## src/rtl/i2c_pg_pkg.sv

```systemverilog
package i2c_pg_pkg;

  localparam int REG_AW = 7;

  typedef enum logic [3:0] {
    ST_IDLE, ST_ADDR, ST_ADDR_END, ST_ACK, ST_WRITE,
    ST_WR_END, ST_READ, ST_READ_END, ST_RACK, ST_RACK_GO
  } eng_state_e;

  // Address byte decode: own address in either direction, or general call write.
  function automatic logic addr_hit(input logic [7:0] b, input logic [6:0] own,
                                    input logic gc_en);
    return (b[7:1] == own) || (gc_en && (b == 8'h00));
  endfunction

  // Pointer step inside one page, wrapping at the page size.
  function automatic logic [REG_AW-1:0] ptr_step(input logic [REG_AW-1:0] p);
    return p + {{(REG_AW-1){1'b0}}, 1'b1};
  endfunction

endpackage

```

## src/rtl/i2c_pg_linesync.sv

```systemverilog
module i2c_pg_linesync #(
  parameter int STAGES = 2
) (
  input  logic clk,
  input  logic rst_n,
  input  logic scl_i,
  input  logic sda_i,
  output logic scl_s,
  output logic sda_s,
  output logic scl_rise,
  output logic scl_fall,
  output logic start_det,
  output logic stop_det
);
  logic [STAGES-1:0] scl_q, sda_q;
  logic scl_p, sda_p;

  always_ff @(posedge clk or negedge rst_n) begin
    if (!rst_n) begin
      scl_q <= '1;
      sda_q <= '1;
      scl_p <= 1'b1;
      sda_p <= 1'b1;
    end else begin
      scl_q <= {scl_q[STAGES-2:0], scl_i};
      sda_q <= {sda_q[STAGES-2:0], sda_i};
      scl_p <= scl_q[STAGES-1];
      sda_p <= sda_q[STAGES-1];
    end
  end

  assign scl_s     = scl_q[STAGES-1];
  assign sda_s     = sda_q[STAGES-1];
  assign scl_rise  = scl_s && !scl_p;
  assign scl_fall  = !scl_s && scl_p;
  assign start_det = scl_s && scl_p && sda_p && !sda_s;
  assign stop_det  = scl_s && scl_p && !sda_p && sda_s;
endmodule

```

## src/rtl/i2c_pg_engine.sv

```systemverilog
module i2c_pg_engine
  import i2c_pg_pkg::*;
#(
  parameter logic [6:0] SLV_ADDR = 7'h18,
  parameter int         PAGE_W   = 8
) (
  input  logic              clk,
  input  logic              rst_n,
  input  logic              sda_s,
  input  logic              scl_rise,
  input  logic              scl_fall,
  input  logic              start_det,
  input  logic              stop_det,
  input  logic              gcall_en,
  input  logic [7:0]        reg_rdata,
  output logic              sda_oe,
  output logic [PAGE_W-1:0] reg_page,
  output logic [REG_AW-1:0] reg_addr,
  output logic [7:0]        reg_wdata,
  output logic              reg_we
);
  eng_state_e        st;
  logic [2:0]        bitcnt;
  logic [7:0]        shreg, tx, page_byte, byte_out;
  logic [REG_AW-1:0] ptr;
  logic              rd_mode, first;

  always_comb begin
    page_byte = '0;
    page_byte[PAGE_W-1:0] = reg_page;
  end
  assign byte_out = (ptr == '0) ? page_byte : reg_rdata;
  assign reg_addr = ptr;

  always_ff @(posedge clk or negedge rst_n) begin
    if (!rst_n) begin
      st <= ST_IDLE; bitcnt <= '0; shreg <= '0; tx <= '0; ptr <= '0;
      rd_mode <= 1'b0; first <= 1'b0; sda_oe <= 1'b0;
      reg_page <= '0; reg_wdata <= '0; reg_we <= 1'b0;
    end else begin
      reg_we <= 1'b0;
      if (reg_we) ptr <= ptr_step(ptr);
      if (start_det) begin
        st <= ST_ADDR; bitcnt <= '0; sda_oe <= 1'b0;
      end else if (stop_det) begin
        st <= ST_IDLE; sda_oe <= 1'b0;
      end else begin
        case (st)
          ST_ADDR, ST_WRITE: if (scl_rise) begin
            shreg  <= {shreg[6:0], sda_s};
            bitcnt <= bitcnt + 3'd1;
            if (bitcnt == 3'd7) st <= (st == ST_ADDR) ? ST_ADDR_END : ST_WR_END;
          end
          ST_ADDR_END: if (scl_fall) begin
            if (addr_hit(shreg, SLV_ADDR, gcall_en)) begin
              sda_oe <= 1'b1; rd_mode <= shreg[0]; first <= !shreg[0]; st <= ST_ACK;
            end else st <= ST_IDLE;
          end
          ST_WR_END: if (scl_fall) begin
            sda_oe <= 1'b1; st <= ST_ACK;
            if (first) begin
              ptr <= shreg[REG_AW-1:0]; first <= 1'b0;
            end else if (ptr == '0) begin
              reg_page <= shreg[PAGE_W-1:0]; ptr <= ptr_step(ptr);
            end else begin
              reg_we <= 1'b1; reg_wdata <= shreg;
            end
          end
          ST_ACK, ST_RACK_GO: if (scl_fall) begin
            bitcnt <= '0;
            if (st == ST_RACK_GO || rd_mode) begin
              tx <= byte_out; sda_oe <= !byte_out[7]; ptr <= ptr_step(ptr); st <= ST_READ;
            end else begin
              sda_oe <= 1'b0; st <= ST_WRITE;
            end
          end
          ST_READ: begin
            if (scl_rise) begin
              bitcnt <= bitcnt + 3'd1;
              if (bitcnt == 3'd7) st <= ST_READ_END;
            end
            if (scl_fall) begin
              tx <= {tx[6:0], 1'b0}; sda_oe <= !tx[6];
            end
          end
          ST_READ_END: if (scl_fall) begin
            sda_oe <= 1'b0; st <= ST_RACK;
          end
          ST_RACK: if (scl_rise) st <= sda_s ? ST_IDLE : ST_RACK_GO;
          default: ;
        endcase
      end
    end
  end
endmodule

```

## src/rtl/i2c_pg_slave.sv

```systemverilog
module i2c_pg_slave
  import i2c_pg_pkg::*;
#(
  parameter logic [6:0] SLV_ADDR    = 7'h18,
  parameter int         PAGE_W      = 8,
  parameter int         SYNC_STAGES = 2
) (
  input  logic              clk,
  input  logic              rst_n,
  input  logic              scl_i,
  input  logic              sda_i,
  output logic              sda_oe,
  input  logic              gcall_en,
  output logic [PAGE_W-1:0] reg_page,
  output logic [REG_AW-1:0] reg_addr,
  output logic [7:0]        reg_wdata,
  output logic              reg_we,
  input  logic [7:0]        reg_rdata
);
  logic scl_s, sda_s, scl_rise, scl_fall, start_det, stop_det;

  i2c_pg_linesync #(.STAGES(SYNC_STAGES)) u_sync (
    .clk(clk), .rst_n(rst_n), .scl_i(scl_i), .sda_i(sda_i),
    .scl_s(scl_s), .sda_s(sda_s), .scl_rise(scl_rise), .scl_fall(scl_fall),
    .start_det(start_det), .stop_det(stop_det)
  );

  i2c_pg_engine #(.SLV_ADDR(SLV_ADDR), .PAGE_W(PAGE_W)) u_eng (
    .clk(clk), .rst_n(rst_n), .sda_s(sda_s), .scl_rise(scl_rise),
    .scl_fall(scl_fall), .start_det(start_det), .stop_det(stop_det),
    .gcall_en(gcall_en), .reg_rdata(reg_rdata), .sda_oe(sda_oe),
    .reg_page(reg_page), .reg_addr(reg_addr), .reg_wdata(reg_wdata),
    .reg_we(reg_we)
  );

  logic unused_scl;
  assign unused_scl = scl_s;
endmodule

```

## config.mk

```make
export PLATFORM = sky130hd
export DESIGN_NAME = i2c_pg_slave
export DESIGN_NICKNAME = d
export VERILOG_FILES = /design/src/rtl/i2c_pg_pkg.sv /design/src/rtl/i2c_pg_linesync.sv /design/src/rtl/i2c_pg_engine.sv /design/src/rtl/i2c_pg_slave.sv
export SDC_FILE = /design/constraint.sdc
export NUM_CORES = 1
export LEC_CHECK = 0
export ABC_AREA = 1
export BUFFER_PORTS_ARGS = -buffer_cell sky130_fd_sc_hd__buf_2
export CELL_PAD_IN_SITES_DETAIL_PLACEMENT = 1
export CELL_PAD_IN_SITES_GLOBAL_PLACEMENT = 2
export CORE_ASPECT_RATIO = 0.6
export CORE_UTILIZATION = 35
export CTS_BUF_LIST = sky130_fd_sc_hd__clkbuf_4
export DETAILED_ROUTE_END_ITERATION = 7
export PLACE_DENSITY_LB_ADDON = 0.1
export SKIP_CTS_REPAIR_TIMING = 1
export SLEW_MARGIN = 30
export SYNTH_ARGS = -nofsm -noshare
export SYNTH_HDL_FRONTEND = slang
export SYNTH_HIERARCHICAL = 1
export SYNTH_SLANG_ARGS = --single-unit
```

## constraint.sdc

```tcl
create_clock -name clk -period 2.4 [get_ports clk]
set_input_delay 0 -clock clk [delete_from_list [all_inputs] [get_ports clk]]
set_output_delay 0 -clock clk [all_outputs]
set_load 0.01 [all_outputs]
```

==> flow_summary.yaml <==
outcome:
  status: "finished with violations"
  violations: "hold timing"
setup_path:
  cp_data_required_time_ns: 2.71
  worst_ep_arrival_time_ns: 2.46
  cp_max_fo: 10
  r2r-end: "u_eng/sda_oe"
  crit_path_cell_trace: "inv_1, ha_1, inv_1, nor2_1, nand3_2, inv_2, nand2_1, nand3_1, nand2_1, o21ai_1, nor2_1"
  cp_top_family: "simple AND/OR/NAND/NOR gates"
  slowest_stage: "dfrtp_1"
  cp-end-kind: "flip-flop"
  r2r_setup_slack_ns: 0.26
  path_buf_inv: 3
  cp-startpoint: "u_eng/reg_addr[0]"
  worst-path-stages: 11
  cp-start-kind: "flip-flop"
  r2r_start: "u_eng/reg_addr[0]"
  crit_end: "u_eng/sda_oe"
  critical_path_class: "flip-flop to flip-flop"
  max_stage_delay_ns: 0.49
  reg2reg_depth: 11
run:
  maxCapViolCount: 0
layout:
  area_growth_pct: 14.6
  drive_gt1_share_pct: 20.1
  fill_cells: 1125
  n_antenna_cell: 0
  nets: 499
routing:
  antenna_left: 0
  wl_per_cell_um: 16.2
  drt_iter0_markers: 178
  post_drt_via_cell_ratio: 4.97
  wl_mm: 9.61
  vias: 2956
  first_pass_iters: 4
  drc: 0
synth:
  synthesis.area_um2: 3280
  synth_cells: 434
  ys.flop_type: "dfrtp_1"
  synth_fp_nets: 451
  seq_area_frac_synth_pct: 42.2
  syn_avg_cell_area_um2: 7.55
  synth-async-reset-ratio_pct: 100
  synth.distinct_cells: 37
  yosys_warnings: 6
  synth-edff-count: 0
  ys_ff_latch: 55
timing:
  drv_slew: 0
  finalSetupTns_ns: 0
  hold_violations: 4
  tightest_slew_ns: 0.453
  fin_hold_ws_ns: -0.0290
  fin_crit_sh_pct: 89.3
  relSlewSlack_pct: 69.4
  max_freq_mhz: 466
  min_period_ns: 2.14
  timing.final.setup_violations: 0
  finalClockSkew_ns: 0.0224
  rsz0062_at_grt: "false"
floorplan:
  core_area_um2: 8780
  io_pins: 38
  die_h_um: 76.9
  die_w_um: 127
  row_count: 26
  start_util_pct: 37.3
  design.die.area_um2: 9760
worst_hold_path:
  min_path_type: "primary input to flip-flop"
placed_design:
  portBuffers: 37
  dp_hpwl_mm: 7.63
  gp_congestion: 0.864
pwr:
  p_leak_nw: 2.06
  cellPowerDensity_nw_per_um2: 1130
  vdd_ir_drop_max_mv: 0.408
cts:
  clk_latency_ns: 0.40
  cts.sinks: 55
  h-tree-depth: 2
  clockBufferDepth: 2
  ctsRootBufferMaster: "clkbuf_4"
  cts_tree: "yes"
  cts_buffers: 5
  cts.clk_slew.worst_paths_ns: 0.18
grt:
  antenna_found_initial: 0
  grt-ovfl-total: 0
  grt_pass1_vias: 2955
  grt_max_degree: 22
  grt_usage_pct: 21.3
  grt_first_pass_wirelength_mm: 15.9
## layout make-up
cell class	instances	area, um^2	share of cell area (%)
sequential	55	1380	36.9
tap	112	140	3.73
clock inverter	2	60.1	1.60
inverter	61	229	6.10
clock buffer	6	45.0	1.20
timing repair buffer	48	280	7.47
multi-input combinational	311	1610	43.0
## power breakdown
group          leakage [nW]  switching, mW  total (mW)  internal [mW]
combinational          1.30           1.46        2.15          0.691
clock                0.0559          0.318       0.655          0.336
sequential            0.708          0.252        1.44           1.19
## metrics by stage
stage / utilization, % / instances / power, mW / setup slack, ns / instance area (um^2)
floorplan: - / 434 / 2.94 / 0.588 / 3280
global placement: 41.0 / 582 / 3.54 / 0.318 / 3600
detailed placement: 41.0 / 582 / 3.60 / 0.264 / 3600
CTS: 42.2 / 590 / 4.28 / 0.238 / 3700
global route: 42.7 / 595 / 4.63 / 0.0505 / 3750
finish: 42.7 / 595 / 4.24 / 0.256 / 3750
## sequential cells by signal, summed over array words and instances, names as in the netlist, 3 cells and up
name,count
u_eng/reg_page,8
u_eng/reg_wdata,8
u_eng/shreg,8
u_eng/reg_addr,7
u_eng/tx,7
u_eng/st,4
u_eng/bitcnt,3
## placed cells by master (no fill, tap or decap), types with 2 or more instances in the layout
cell / synthesis / routed
a21oi_1: 10 / 10
a31oi_1: 3 / 3
buf_2: 3 / 37
buf_4: 1 / 6
bufinv_16: 0 / 2
clkbuf_4: 0 / 6
dfrtp_1: 49 / 49
dfstp_2: 6 / 6
dlygate4sd3_1: 0 / 5
ha_1: 4 / 4
inv_1: 50 / 50
inv_2: 11 / 11
mux2i_1: 9 / 9
nand2_1: 120 / 120
nand2_2: 11 / 11
nand2_4: 2 / 2
nand3_1: 41 / 41
nand3_2: 2 / 2
nand4_1: 3 / 3
nor2_1: 38 / 38
nor2_2: 5 / 5
nor2_4: 2 / 2
nor2_8: 2 / 2
o211ai_1: 7 / 7
o21ai_0: 18 / 18
o21ai_1: 19 / 19
xor2_1: 4 / 4
## worst min-delay path by stage
stage            startpoint                 to  slack, ns  cells after the start
2_1_floorplan         rst_n    u_eng/bitcnt[0]      -0.30                      0
3_3_place_gp          rst_n  u_eng/reg_page[3]      -0.04                      1
3_5_place_dp          rst_n  u_eng/reg_page[3]      -0.04                      1
4_1_cts               rst_n  u_eng/reg_page[6]      -0.52                      1
5_1_grt        reg_rdata[2]        u_eng/tx[2]      0.002                      5
6_report       reg_rdata[6]        u_eng/tx[6]      -0.03                      5
## cells by family (layout without fill, tap and decap cells)
family / after synthesis / in the layout / synth area share, %
adder cells (fa/ha/maj): 4 / 4 / 1.53
multiplexers: 9 / 9 / 2.75
AO/OA/AOI/OAI: 63 / 63 / 11.4
XOR/XNOR: 4 / 4 / 1.07
AND/OR/NAND/NOR: 231 / 231 / 32.5
flip-flops: 55 / 55 / 42.2
buffers and inverters: 68 / 117 / 8.48
## worst reg2reg max path: stages, from the launching register on
cell	delay, ns
dfrtp_1	0.49
inv_1	0.17
ha_1	0.18
inv_1	0.04
nor2_1	0.15
nand3_2	0.27
inv_2	0.33
nand2_1	0.08
nand3_1	0.09
nand2_1	0.08
o21ai_1	0.14
nor2_1	0.05
## per-layer routing
metal | wire [um] | global-route usage (%) | up-vias
li1 | - | - | 1491
met1 | 5210 | 32.9 | 1415
met2 | 3960 | 31.0 | 43
met3 | 366 | 3.35 | 7
met4 | 70 | 4.17 | 0
met5 | 0 | 0 | -
## Yosys cell counts, drive strengths merged (4+ instances only)
cell type | n | share of area [%]
a21oi | 10 | 1.5
buf | 6 | 1.4
dfrtp | 49 | 37
dfstp | 6 | 4.8
ha | 4 | 1.5
inv | 61 | 7.0
mux2i | 9 | 2.8
nand2 | 133 | 17
nand3 | 44 | 7.4
nor2 | 47 | 7.2
o211ai | 8 | 2.3
o21ai | 38 | 5.9
xor2 | 4 | 1.1
Power figures use the tool's default switching activity.
